==> config.mk <==
export PLATFORM = sky130hd
export DESIGN_NAME = uart_irq_ident
export DESIGN_NICKNAME = d
export VERILOG_FILES = /design/src/rtl/uart_irq_pkg.sv /design/src/rtl/uart_irq_req.sv /design/src/rtl/uart_irq_prio.sv /design/src/rtl/uart_irq_ident.sv
export SDC_FILE = /design/constraint.sdc
export NUM_CORES = 1
export LEC_CHECK = 0
export ABC_CLOCK_PERIOD_IN_PS = 2580
export BUFFER_PORTS_ARGS = -buffer_cell sky130_fd_sc_hd__buf_2
export CELL_PAD_IN_SITES_DETAIL_PLACEMENT = 1
export CELL_PAD_IN_SITES_GLOBAL_PLACEMENT = 2
export CORE_MARGIN = 2
export CORE_UTILIZATION = 22
export CTS_CLUSTER_DIAMETER = 80
export CTS_CLUSTER_SIZE = 16
export DETAILED_ROUTE_END_ITERATION = 10
export GPL_TIMING_DRIVEN = 0
export PLACE_DENSITY_LB_ADDON = 0.1
export SYNTH_ARGS = -nofsm -noshare
export SYNTH_HDL_FRONTEND = slang
export SYNTH_HIERARCHICAL = 1
export SYNTH_SLANG_ARGS = --single-unit
==> constraint.sdc <==
create_clock -name clk -period 2.58 [get_ports clk]
set_input_delay 0.258 -clock clk [delete_from_list [all_inputs] [get_ports clk]]
set_output_delay 0.258 -clock clk [all_outputs]
set_load 0.05 [all_outputs]
==> src/rtl/uart_irq_pkg.sv <==
package uart_irq_pkg;

    localparam int NUM_SRC = 5;

    // Source index doubles as rank: lower index wins.
    localparam int SRC_LINE  = 0;
    localparam int SRC_TMO   = 1;
    localparam int SRC_RXD   = 2;
    localparam int SRC_THR   = 3;
    localparam int SRC_MODEM = 4;

    localparam logic [3:0] CODE_NONE  = 4'h1;
    localparam logic [3:0] CODE_LINE  = 4'h6;
    localparam logic [3:0] CODE_TMO   = 4'hC;
    localparam logic [3:0] CODE_RXD   = 4'h4;
    localparam logic [3:0] CODE_THR   = 4'h2;
    localparam logic [3:0] CODE_MODEM = 4'h0;

    typedef struct packed {
        logic [3:0] ier;
        logic       thr_pend;
        logic [7:0] iir;
        logic       irq;
    } ident_state_t;

    function automatic logic [3:0] src_code(input int idx);
        case (idx)
            SRC_LINE:  return CODE_LINE;
            SRC_TMO:   return CODE_TMO;
            SRC_RXD:   return CODE_RXD;
            SRC_THR:   return CODE_THR;
            SRC_MODEM: return CODE_MODEM;
            default:   return CODE_NONE;
        endcase
    endfunction

endpackage

==> src/rtl/uart_irq_req.sv <==
module uart_irq_req
    import uart_irq_pkg::*;
#(
    parameter int CNT_W = 5
) (
    input  logic [3:0]         ier_en,
    input  logic [7:0]         line_stat,
    input  logic               tmo_pend,
    input  logic               fifo_en,
    input  logic [CNT_W-1:0]   rx_count,
    input  logic [CNT_W-1:0]   rx_trig,
    input  logic               thr_pend,
    input  logic [3:0]         msr_delta,
    output logic [NUM_SRC-1:0] req
);
    localparam logic [7:0] ERR_MASK = 8'h1E;
    localparam int EN_RXD   = 0;
    localparam int EN_THR   = 1;
    localparam int EN_LINE  = 2;
    localparam int EN_MODEM = 3;

    logic level_ok;

    always_comb begin
        level_ok       = !fifo_en || (rx_count >= rx_trig);
        req            = '0;
        req[SRC_LINE]  = ier_en[EN_LINE] && ((line_stat & ERR_MASK) != 8'h00);
        req[SRC_TMO]   = tmo_pend && (ier_en != 4'h0);
        req[SRC_RXD]   = ier_en[EN_RXD] && line_stat[0] && level_ok;
        req[SRC_THR]   = ier_en[EN_THR] && thr_pend;
        req[SRC_MODEM] = ier_en[EN_MODEM] && (msr_delta != 4'h0);
    end

endmodule

==> src/rtl/uart_irq_prio.sv <==
module uart_irq_prio
    import uart_irq_pkg::*;
#(
    parameter int N = NUM_SRC
) (
    input  logic [N-1:0] req,
    output logic [N-1:0] grant,
    output logic [3:0]   code
);
    genvar g;
    generate
        for (g = 0; g < N; g++) begin : g_chain
            if (g == 0) begin : g_top
                assign grant[g] = req[g];
            end else begin : g_rest
                assign grant[g] = req[g] & ~(|req[g-1:0]);
            end
        end
    endgenerate

    always_comb begin
        code = CODE_NONE;
        for (int i = 0; i < N; i++) begin
            if (grant[i]) code = src_code(i);
        end
    end


    always_comb begin
        grant_onehot_chk: assert ($onehot0(grant));
    end


    always_comb begin
        grant_cover_chk: assert ((req == '0) || (grant != '0));
    end

endmodule

==> src/rtl/uart_irq_ident.sv <==
module uart_irq_ident
    import uart_irq_pkg::*;
#(
    parameter int CNT_W = 5
) (
    input  logic             clk,
    input  logic             rst_n,
    input  logic             ier_wr,
    input  logic [7:0]       ier_wdata,
    input  logic             iir_rd,
    input  logic             fifo_en,
    input  logic [7:0]       line_stat,
    input  logic             tmo_pend,
    input  logic [CNT_W-1:0] rx_count,
    input  logic [CNT_W-1:0] rx_trig,
    input  logic             thr_empty,
    input  logic             thre_set,
    input  logic [3:0]       msr_delta,
    output logic [3:0]       ier,
    output logic [7:0]       iir,
    output logic             irq
);
    localparam ident_state_t RST_STATE = '{ier: 4'h0, thr_pend: 1'b0,
                                           iir: {4'h0, CODE_NONE}, irq: 1'b0};

    ident_state_t       st_q, st_d;
    logic [3:0]         ier_d;
    logic               pend_d;
    logic [NUM_SRC-1:0] req, grant;
    logic [3:0]         code;

    // Control fields first; causes are judged on these next values.
    always_comb begin
        ier_d  = ier_wr ? ier_wdata[3:0] : st_q.ier;
        pend_d = st_q.thr_pend;
        if (iir_rd) pend_d = 1'b0;
        if (thre_set || (ier_wr && thr_empty)) pend_d = 1'b1;
    end

    uart_irq_req #(.CNT_W(CNT_W)) u_req (
        .ier_en    (ier_d),
        .line_stat (line_stat),
        .tmo_pend  (tmo_pend),
        .fifo_en   (fifo_en),
        .rx_count  (rx_count),
        .rx_trig   (rx_trig),
        .thr_pend  (pend_d),
        .msr_delta (msr_delta),
        .req       (req)
    );

    uart_irq_prio #(.N(NUM_SRC)) u_prio (
        .req   (req),
        .grant (grant),
        .code  (code)
    );

    always_comb begin
        st_d          = st_q;
        st_d.ier      = ier_d;
        st_d.thr_pend = pend_d;
        st_d.irq      = (ier_d != 4'h0) && (grant != '0);
        st_d.iir      = {fifo_en, fifo_en, 2'b00,
                         st_d.irq ? code : CODE_NONE};
    end

    always_ff @(posedge clk or negedge rst_n) begin
        if (!rst_n) st_q <= RST_STATE;
        else        st_q <= st_d;
    end

    assign ier = st_q.ier;
    assign iir = st_q.iir;
    assign irq = st_q.irq;


    ier_keep_chk: assert property (@(posedge clk) disable iff (!rst_n)
        ier_wr |=> (ier == $past(ier_wdata[3:0])));


    ier_zero_quiet_chk: assert property (@(posedge clk) disable iff (!rst_n)
        (ier == 4'h0) |-> (!irq && (iir[3:0] == CODE_NONE)));


    tmo_raise_chk: assert property (@(posedge clk) disable iff (!rst_n)
        (tmo_pend && (ier != 4'h0) && !ier_wr) |=> irq);


    read_clear_chk: assert property (@(posedge clk) disable iff (!rst_n)
        (iir_rd && !thre_set && !ier_wr) |=> (iir[3:0] != CODE_THR));


    fifo_mark_chk: assert property (@(posedge clk) disable iff (!rst_n)
        fifo_en |=> (iir[7:4] == 4'hC));

endmodule

==> results by group <==
Logic synthesis
  – Adder-Cell Fraction of Synth Area: 0.0818
  – Synth Area in Simple Gates: 0.187
  – Proportion of synthesized chip area in sequential cells: 0.362
  – Yosys top cell area share: 0.327
  – Cell count after synthesis: 73
  – Post-synthesis mux area share: 0.0589
  – Avg Cell Area, Syn: 10.5 sq um
  – Yosys top cell by area: dfrtp_1
  – Synth Area in Compound Gates: 0.119
  – Largest family of logic cells by synthesized area: simple AND/OR/NAND/NOR gates
  – Distinct cells, synth: 30
  – Post-synth ARST share: 1.00
  – Ys flop type: dfrtp_1
  – Yosys Warn Count: 6
  – Yosys reg bits: 11
  – Synthesized cell area: 764 sq um
  – XOR/XNOR Fraction of Synth Area: 0
  – Post-synth EDFFs: 0
  – Synth area leaders: dfrtp_1, buf_4, ha_1

Detailed routing
  – Routed len/inst: 10.8 um
  – Drt first pass iters: 3
  – Residual DRC: 0
  – Total number of vias: 675
  – Final ANT Viol Nets: 0
  – Vias per inst: 4.09
  – Initial DRC Count: 8
  – Post-Route WL: 1780 um

Cells and area
  – Nets: 163
  – Diodes inserted: 0
  – FF/Latch Area: 277 sq um
  – Layout cell share with drive strength beyond 1: 0.563
  – P&R area growth vs syn: 39.0%
  – Layout fillers: 414
  – Cell area after layout: 1060 sq um
  – Final Util: 0.318
  – Multi-input gate area: 349 sq um

Setup path
  – WP data required: 2.76 ns
  – Worst setup EP type: register
  – Critical Path Start Type: register
  – Critical path type: reg -> reg
  – Crit. Startpoint: ier[0]
  – WP data arrival: 2.60 ns
  – RR Startpoint: ier[0]
  – Crit Path Max Fanout: 5

Clock network
  – CTS clock-pin slew for the worst setup and hold paths: 0.07 ns
  – Post-CTS Resized: 0
  – H-tree depth: 1
  – Clock Path Buffers: 2
  – CTS root buffer: clkbuf_4
  – TritonCTS clock tree: built
  – Total CTS buffers: 3
  – CTS sink count: 11
  – Skew-Pair Late Insertion Delay: 0.26 ns

Floorplan
  – Die Span X: 63.0 um
  – # IOs: 51
  – DIE AREA: 3960 sq um
  – Core box area: 3340 sq um
  – Starting Density: 0.229
  – Standard-cell rows: 21
  – Die H: 63.0 um

STA
  – Fin crit share: 0.937
  – RSZ-0062 raised after global routing: no
  – Post-Route Setup TNS: 0 ns
  – Skew final: 0.000415 ns
  – Setup Viol. Count Final: 0
  – Count of pins over their slew limit: 0
  – Fmax: 0.414 GHz
  – Hold violation count in the final report: 0
  – Min cycle time layout: 2.42 ns

Flow run
  – Max Cap Viol: 0

GRT
  – Total gr overflow: 0
  – First-pass GRT wire length: 2970 um
  – Antenna violations before repair: 0
  – Pin count of the biggest net entering global routing: 12
  – Number of global-route vias before repair: 685
  – GR Util All Layers: 0.0952

Pwr
  – Maximum VDD drop: 0.0952 mV
  – LEAKAGE: 0.000550 uW
  – PD cells: 528 nW/um^2
  – PnR Total Power: 561 uW

Place
  – Number of I/O port buffers: 40
  – GP Congestion: 0.714
  – Detailed placement HPWL: 1580 um
  – Placed instance area: 1030 sq um

Status
  – Status: complete, no violations

Hold path
  – Hold path startpoint: fifo_en
  – Hold WC Path Type: in -> reg
[sequential cells by signal, summed over array words and instances, names as in the netlist]
name  cells
st_q      1
irq       1
ier       4
iir       5
[where the power goes]
group,leakage [uW],internal [uW],total [uW],switching [uW]
registers,0.000128,196,205,8.93
logic,0.000408,96.3,243,147
clock network,0.0000150,59.6,113,53.3
[placed cells by master, fill, tap and decap left out, types with 2 or more instances in the layout]
| cell | count |
|---|---|
| ha_1 | 5 |
| conb_1 | 2 |
| nor2_1 | 3 |
| buf_4 | 14 |
| nor3b_1 | 4 |
| dfrtp_1 | 10 |
| a21o_1 | 2 |
| inv_1 | 7 |
| clkbuf_4 | 3 |
| o41a_1 | 3 |
| mux2_2 | 4 |
| buf_2 | 40 |
[worst max-delay path, stage by stage (launching register included)]
cell	delay [ns]
dfrtp_1	0.39
mux2_2	0.31
o41a_1	0.49
or3_4	0.40
nor3b_2	0.19
or4_1	0.13
nor2_1	0.08
or3_1	0.35
[path summary, 6_finish.rpt]
check                                to  slack (ns)  depth (start not counted)
max in group asynchronous        iir[0]        1.93                          2
worst min register to register  st_q[9]        0.52                          1
worst max register to register   iir[0]        0.16                          7
min in group asynchronous       st_q[9]        0.39                          2
worst max-delay path             iir[0]        0.16                          7
worst min-delay path             iir[6]        0.12                          1
[cells in the mapped netlist (all sizes together) (2+ instances only)]
cell,count
or3,2
o41a,3
dfrtp,10
inv,7
ha,5
nor2,3
o22ai,2
mux2,4
buf,15
nor3b,5
or4,2
a21o,2
[cell type report]
| class | instances | area share |
|---|---|---|
| Multi-Input combinational cell | 41 | 0.329 |
| Sequential cell | 11 | 0.260 |
| Timing Repair Buffer | 41 | 0.198 |
| Buffer | 15 | 0.110 |
| Tap cell | 46 | 0.0542 |
| Clock buffer | 4 | 0.0247 |
| Inverter | 7 | 0.0247 |
[per-stage QoR]
step	hold WS, ns	setup WS, ns	std cells
after global placement	0.142	0.109	160
after global routing	0.0925	0.0249	165
final	0.116	0.163	165
after detailed placement	0.143	0.0941	160
after CTS	0.105	0.142	165
after floorplan	-0.0376	0.280	74
[timing repair]
action / 4_1_cts / 5_1_grt
endpoints found under the setup margin: 0 / 0
setup buffers: 0 / 0
hold endpoints to repair: 10 / 0
hold buffers: 1 / 0
[kinds of logic after synthesis]
logic type                 after synthesis
AOI/OAI and AO/OA                       10
adders and majority gates                5
buffers and inverters                   22
DFF                                     11
muxes                                    4
other                                    1
and+or+nand+nor                         20
[routing by layer]
layer	global-route usage	vias to the layer above	wire length, um
li1	-	336	-
met1	0.115	305	791
met2	0.158	32	811
met3	0.0252	2	158
met4	0.0417	0	23
met5	0	-	0
Power figures use the tool's default switching activity.
